### src/rtl/pla_pkg.sv
package pla_pkg;
  typedef enum logic {
    FMT_ARRAY = 1'b0,
    FMT_PLANE = 1'b1
  } pla_fmt_e;

  typedef enum logic [1:0] {
    OP_AND  = 2'd0,
    OP_OR   = 2'd1,
    OP_NAND = 2'd2,
    OP_NOR  = 2'd3
  } pla_op_e;
endpackage

### src/rtl/pla_pattern_store.sv
module pla_pattern_store #(
  parameter int WIDTH = 8,
  parameter int WORDS = 3,
  parameter int IDX_W = 2
) (
  input  logic                         clk,
  input  logic                         rst_n,
  input  logic                         wr_en_i,
  input  logic [IDX_W-1:0]             wr_idx_i,
  input  logic [WIDTH-1:0]             wr_val_i,
  input  logic [WIDTH-1:0]             wr_care_i,
  output logic [WORDS-1:0][WIDTH-1:0]  val_o,
  output logic [WORDS-1:0][WIDTH-1:0]  care_o
);
  logic [WORDS-1:0][WIDTH-1:0] val_q, val_d;
  logic [WORDS-1:0][WIDTH-1:0] care_q, care_d;

  for (genvar k = 0; k < WORDS; k++) begin : g_word
    localparam logic [IDX_W-1:0] KIDX = IDX_W'(k);
    logic we;

    always_comb begin
      we        = wr_en_i && (wr_idx_i == KIDX);
      val_d[k]  = val_q[k];
      care_d[k] = care_q[k];
      if (we) begin
        val_d[k]  = wr_val_i;
        care_d[k] = wr_care_i;
      end
    end

    always_ff @(posedge clk or negedge rst_n) begin
      if (!rst_n) begin
        val_q[k]  <= '0;
        care_q[k] <= '0;
      end else if (we) begin
        val_q[k]  <= val_d[k];
        care_q[k] <= care_d[k];
      end
    end
  end

  assign val_o  = val_q;
  assign care_o = care_q;


  idx_range_chk: assert property (@(posedge clk) disable iff (!rst_n)
    wr_en_i |-> (int'(wr_idx_i) < WORDS));


  write_lands_chk: assert property (@(posedge clk) disable iff (!rst_n)
    wr_en_i |=> (val_q[$past(wr_idx_i)] == $past(wr_val_i)) &&
                (care_q[$past(wr_idx_i)] == $past(wr_care_i)));


  no_write_hold_chk: assert property (@(posedge clk) disable iff (!rst_n)
    !wr_en_i |=> ($stable(val_q) && $stable(care_q)));
endmodule

### src/rtl/pla_word_cmp.sv
module pla_word_cmp
  import pla_pkg::*;
#(
  parameter int WIDTH = 8
) (
  input  logic             clk,
  input  logic             rst_n,
  input  pla_fmt_e         fmt_i,
  input  pla_op_e          op_i,
  input  logic [WIDTH-1:0] in_i,
  input  logic [WIDTH-1:0] val_i,
  input  logic [WIDTH-1:0] care_i,
  output logic             hit_o
);
  logic [WIDTH-1:0] sig;
  logic [WIDTH-1:0] eq;
  logic             all_m;
  logic             any_m;

  always_comb begin
    sig   = (fmt_i == FMT_PLANE) ? care_i : val_i;
    eq    = ~(val_i ^ in_i);
    all_m = &(~sig | eq);
    any_m = |(sig & eq);
    unique case (op_i)
      OP_AND:  hit_o = all_m;
      OP_OR:   hit_o = any_m;
      OP_NAND: hit_o = ~all_m;
      OP_NOR:  hit_o = ~any_m;
      default: hit_o = 1'b0;
    endcase
  end


  and_implies_or_chk: assert property (@(posedge clk) disable iff (!rst_n)
    ((sig != '0) && all_m) |-> any_m);


  empty_set_chk: assert property (@(posedge clk) disable iff (!rst_n)
    (sig == '0) |-> (all_m && !any_m));
endmodule

### src/rtl/pla_out_stage.sv
module pla_out_stage #(
  parameter int WORDS    = 3,
  parameter bit SYNC_OUT = 1'b1
) (
  input  logic             clk,
  input  logic             rst_n,
  input  logic [WORDS-1:0] match_d_i,
  output logic [WORDS-1:0] match_o
);
  if (SYNC_OUT) begin : g_sync
    logic [WORDS-1:0] match_q;

    always_ff @(posedge clk or negedge rst_n) begin
      if (!rst_n) match_q <= '0;
      else        match_q <= match_d_i;
    end

    assign match_o = match_q;


    sync_lag_chk: assert property (@(posedge clk) disable iff (!rst_n)
      1'b1 |=> (match_o == $past(match_d_i)));
  end else begin : g_async
    assign match_o = match_d_i;
  end
endmodule

### src/rtl/pla_match_array.sv
module pla_match_array
  import pla_pkg::*;
#(
  parameter int WIDTH    = 8,
  parameter int WORDS    = 3,
  parameter bit SYNC_OUT = 1'b1,
  localparam int IDX_W   = (WORDS > 1) ? $clog2(WORDS) : 1
) (
  input  logic             clk,
  input  logic             rst_n,
  input  logic             fmt_i,
  input  logic [1:0]       op_i,
  input  logic [WIDTH-1:0] in_i,
  input  logic             wr_en_i,
  input  logic [IDX_W-1:0] wr_idx_i,
  input  logic [WIDTH-1:0] wr_val_i,
  input  logic [WIDTH-1:0] wr_care_i,
  output logic [WORDS-1:0] match_o
);
  logic [WORDS-1:0][WIDTH-1:0] val_w;
  logic [WORDS-1:0][WIDTH-1:0] care_w;
  logic [WORDS-1:0]            match_d;
  pla_fmt_e                    fmt_e;
  pla_op_e                     op_e;

  assign fmt_e = pla_fmt_e'(fmt_i);
  assign op_e  = pla_op_e'(op_i);

  pla_pattern_store #(
    .WIDTH (WIDTH),
    .WORDS (WORDS),
    .IDX_W (IDX_W)
  ) store_i (
    .clk       (clk),
    .rst_n     (rst_n),
    .wr_en_i   (wr_en_i),
    .wr_idx_i  (wr_idx_i),
    .wr_val_i  (wr_val_i),
    .wr_care_i (wr_care_i),
    .val_o     (val_w),
    .care_o    (care_w)
  );

  for (genvar k = 0; k < WORDS; k++) begin : g_cmp
    pla_word_cmp #(
      .WIDTH (WIDTH)
    ) cmp_i (
      .clk    (clk),
      .rst_n  (rst_n),
      .fmt_i  (fmt_e),
      .op_i   (op_e),
      .in_i   (in_i),
      .val_i  (val_w[k]),
      .care_i (care_w[k]),
      .hit_o  (match_d[k])
    );
  end

  pla_out_stage #(
    .WORDS    (WORDS),
    .SYNC_OUT (SYNC_OUT)
  ) out_i (
    .clk       (clk),
    .rst_n     (rst_n),
    .match_d_i (match_d),
    .match_o   (match_o)
  );
endmodule

### config.mk
export PLATFORM = sky130hd
export DESIGN_NAME = pla_match_array
export DESIGN_NICKNAME = d
export VERILOG_FILES = /design/src/rtl/pla_pkg.sv /design/src/rtl/pla_pattern_store.sv /design/src/rtl/pla_word_cmp.sv /design/src/rtl/pla_out_stage.sv /design/src/rtl/pla_match_array.sv
export SDC_FILE = /design/constraint.sdc
export NUM_CORES = 1
export LEC_CHECK = 0
export CAP_MARGIN = 20
export CORE_MARGIN = 4
export CORE_UTILIZATION = 40
export CTS_BUF_LIST = sky130_fd_sc_hd__clkbuf_2
export DETAILED_ROUTE_END_ITERATION = 6
export GPL_TIMING_DRIVEN = 0
export PLACE_DENSITY = 0.66
export SYNTH_ARGS = -nofsm -noshare
export SYNTH_HDL_FRONTEND = slang
export SYNTH_SLANG_ARGS = --single-unit
### constraint.sdc
create_clock -name clk -period 3.6 [get_ports clk]
set_clock_uncertainty 0.05 [all_clocks]
set_input_delay 1.08 -clock clk [delete_from_list [all_inputs] [get_ports clk]]
set_output_delay 1.08 -clock clk [all_outputs]
set_load 0.01 [all_outputs]
==> results <==
- The antenna cell count is 0.
- The final-layout fill cell count is 717.
- Synthesis produced a netlist whose cell count is 272.
- The routed length per instance is 19.7 microns.
- The total via count after detailed routing is 2373.
- The largest net degree at the start of global routing is 30.
- The area growth from synthesis to layout is 15.9%.
- Routability-driven placement finished with a final weighted congestion of 1.01.
- The clock latency reported for the late side of the worst-skew pair is 0.45 ns.
- The placed instances occupy a cell area of 0.00346 sq mm.
- The initial antenna violation count is 0.
- The worst setup path is of the input port to flip-flop kind.
- The clock sink total is 51.
- Leaving out fill and tap cells, the most frequent cells in the layout are 51 x sky130_fd_sc_hd__dfrtp_1, 48 x sky130_fd_sc_hd__mux2_2, 29 x sky130_fd_sc_hd__clkdlybuf4s50_1.
- The signal on the critical path passes through clkdlybuf4s50_1 -> nor3b_2 -> buf_2 -> mux2_2.
- The Yosys step of the flow raised 0 warnings.
- Signal routing reaches up to met4.
- The multi-input combinational cells in the finished layout cover a total of 0.00163 sq mm.
- Including well taps, the total number of placed cells is 402.
- The number of design rule violations left after detail routing is 0.
- The met3 routed wirelength is 437 microns.
- The netlist uses 41 different library cells.
- The number of standard cells in the final layout excluding fillers is 410.
- In this run, the number of DRC markers left after iteration 0 of detailed routing was 199.
- The via count of the first global-routing pass is 2385.
- Setup repair after global routing left no endpoint under its margin.
- The floorplan has 31 rows.
- The cell at the slowest stage of the critical path is sky130_fd_sc_hd__nor3b_2.
- The first global-routing pass estimated 13.0 mm of wire.
- Data on the critical path arrives at its endpoint at 3.04 ns.
- The type of destination of the critical path is a flip-flop.
- Across the whole layout, storage elements account for 0.00128 sq mm.
- For this block, wires on met1 add up to 3.80 mm.
- In the final layout, the share of cells above drive strength 1 is 0.270.
- The smallest clock period supported by the final layout is computed as 2.75 ns.
- The type of origin of the critical path is an input port.
- The post-synth net total is 304.
- Along the worst path, the maximum fanout reaches 10.
- The period utilization is 0.765.
- The overflow left after global routing is 0.
- Derived from the worst setup path, the maximum achievable clock frequency is 0.363 GHz.
- The buffer depth of the longest clock path is 2.
- The commonest register cell after synthesis is sky130_fd_sc_hd__dfrtp_1.
- The finished cells cover 0.00350 sq mm.
- The floorplan step set the die height to 94.9 microns.
- The post-route setup TNS is 0 ns.
- After clock tree synthesis, the clock-pin slew on the worst setup and hold paths is 0.27 ns.
- After synthesis the netlist holds a flip-flop and latch count of 51.
- The net count reported at finish is 342.
- A synthesized cell averages 11.1 sq um.
- The biggest cell delay along the critical path is 0.65 ns.
- The worst supply voltage drop on vdd is 0.179 mV.
- Of the synthesized area, sequential elements account for 0.423.
- Leaving out fill and tap cells, the most frequent cell in the layout is sky130_fd_sc_hd__dfrtp_1.
- After synthesis the cells add up to 0.00302 sq mm.
- The number of buffers inserted to repair setup after CTS is 0.
- Data on the critical path is required at its endpoint by 3.89 ns.
- The leakage power is 1.34 nW.
- For the pin with the worst max-slew slack, the measured transition is 0.773 ns.
- Detailed routing placed a total of 3.62 mm of wire on met2.
- Counting flops with a built-in enable in the synthesized netlist gives 0.
- The starting density of the core is 0.414.
- Once layout is complete, the utilization of the core stands at 0.480.
- The flow ran to the end, and the final reports show no timing, DRC or antenna violations.
- After detailed routing, the total wire length is 8.07 mm.
- The die is 94.9 microns wide.
- Counting the buffers created by CTS gives 5.
- In this run the standard cell core region covers 0.00729 sq mm.
- In the routed layout, each cell is associated on average with a via count of 5.79.
- The number of cells on the worst reg-to-reg path is 6.
- The path category of the worst min-delay check is input port to asynchronous set/reset pin.
- The number of hold violations in the final report is 0.
- In this run, post-CTS hold repair placed 0 buffers.
- The wire-length estimate of the detail-placed layout is 6.25 mm.
- The root cell of the clock tree is sky130_fd_sc_hd__clkbuf_2.
- Post-CTS repair changed the size of 0 cells.
- The floorplan step defined a die boundary enclosing 0.00901 sq mm.
- For this run, the total global-route usage over all layers was measured as 0.194.
- Before antenna repair, the detailed router went through 6 iterations.
- TritonCTS built the clock tree.
- The count of endpoints failing setup in the final report is 0.
- The final max-slew violation count came to 0.
- The tool flagged a number of max-cap violations equal to 0.
- The number of I/O pins is 35.
- The H-tree depth reported by CTS is 2.
- For this design the ratio of total power to cell area is 431 mW/mm^2.
- The worst slew slack as a fraction of its limit is 0.483.
- In this run the tool buffered the top-level ports with 30 buffer cells.
- The share of synthesized flip-flops with an asynchronous set or reset is 1.00.
- The post-route antenna net violation count is 0.
==> worst max-delay path, delay by kind of cell <==
family,cells,cell delay [ns]
mux,1,0.37
simple gates,1,0.65
buf+inv,2,0.93
==> final timing paths <==
kind                                 endpoint  slack (ns)               start
min in group clk           store_i.care_o[13]        0.52  store_i.care_o[13]
min reg2reg                store_i.care_o[13]        0.52  store_i.care_o[13]
max                         store_i.care_o[6]        0.85             wr_en_i
max reg2reg                  out_i.match_o[2]        1.67  store_i.care_o[18]
max in group asynchronous    out_i.match_o[1]        2.45               rst_n
min                         store_i.val_o[13]        0.50               rst_n
==> metrics by stage <==
stage	power [mW]	setup slack [ns]	hold WS, ns
after floorplan	1.10	1.22	0.435
after global placement	1.27	-0.0251	0.465
after detailed placement	1.29	0.374	0.471
after CTS	1.52	0.837	0.519
after global routing	1.61	0.782	0.500
final	1.51	0.846	0.501
==> cell type report <==
cell class / count / share of cell area
buffer: 13 / 0.0272
clock buffer: 6 / 0.00857
clock inverter: 2 / 0.00357
inverter: 6 / 0.00643
multi-input combinational: 202 / 0.464
sequential: 51 / 0.364
tap: 99 / 0.0354
timing repair buffer: 31 / 0.0900
==> report_power, final <==
part | leakage (nW) | internal (mW) | total [mW] | switching [mW]
combinational | 0.706 | 0.270 | 0.481 | 0.211
sequential | 0.603 | 0.684 | 0.799 | 0.115
clock | 0.0290 | 0.0494 | 0.231 | 0.182
==> Yosys cell counts (all sizes together), types with 3 or more instances <==
| cell type | n | area share |
|---|---|---|
| buf | 13 | 0.031 |
| o2111ai | 5 | 0.014 |
| o21ai | 8 | 0.013 |
| nand4 | 6 | 0.014 |
| dfrtp | 51 | 0.42 |
| nand2b | 18 | 0.043 |
| nand3 | 16 | 0.030 |
| a21oi | 4 | 0.0066 |
| nand2 | 7 | 0.0087 |
| nor2b | 4 | 0.0083 |
| nor3b | 23 | 0.059 |
| xnor2 | 3 | 0.0087 |
| mux2 | 48 | 0.18 |
| inv | 6 | 0.0075 |
| a31oi | 5 | 0.010 |
| nand3b | 28 | 0.070 |
| nor4 | 6 | 0.012 |
==> state kept, by name, indices dropped and copies added, names as in the netlist <==
name / flops
store_i.care_o: 24
out_i.match_o: 3
store_i.val_o: 24
==> logic make-up after synthesis <==
group / synth area share
AND/OR/NAND/NOR: 0.256
flip-flops: 0.423
multiplexers: 0.179
AO/OA/AOI/OAI: 0.0953
buffers and inverters: 0.0389
XOR/XNOR: 0.00870
==> layer usage <==
layer	global-route usage	up-vias
met2	0.292	84
met3	0.0311	15
met5	0	-
li1	-	1099
met1	0.280	1175
met4	0.0697	0
(Power assumes the default switching activity.)
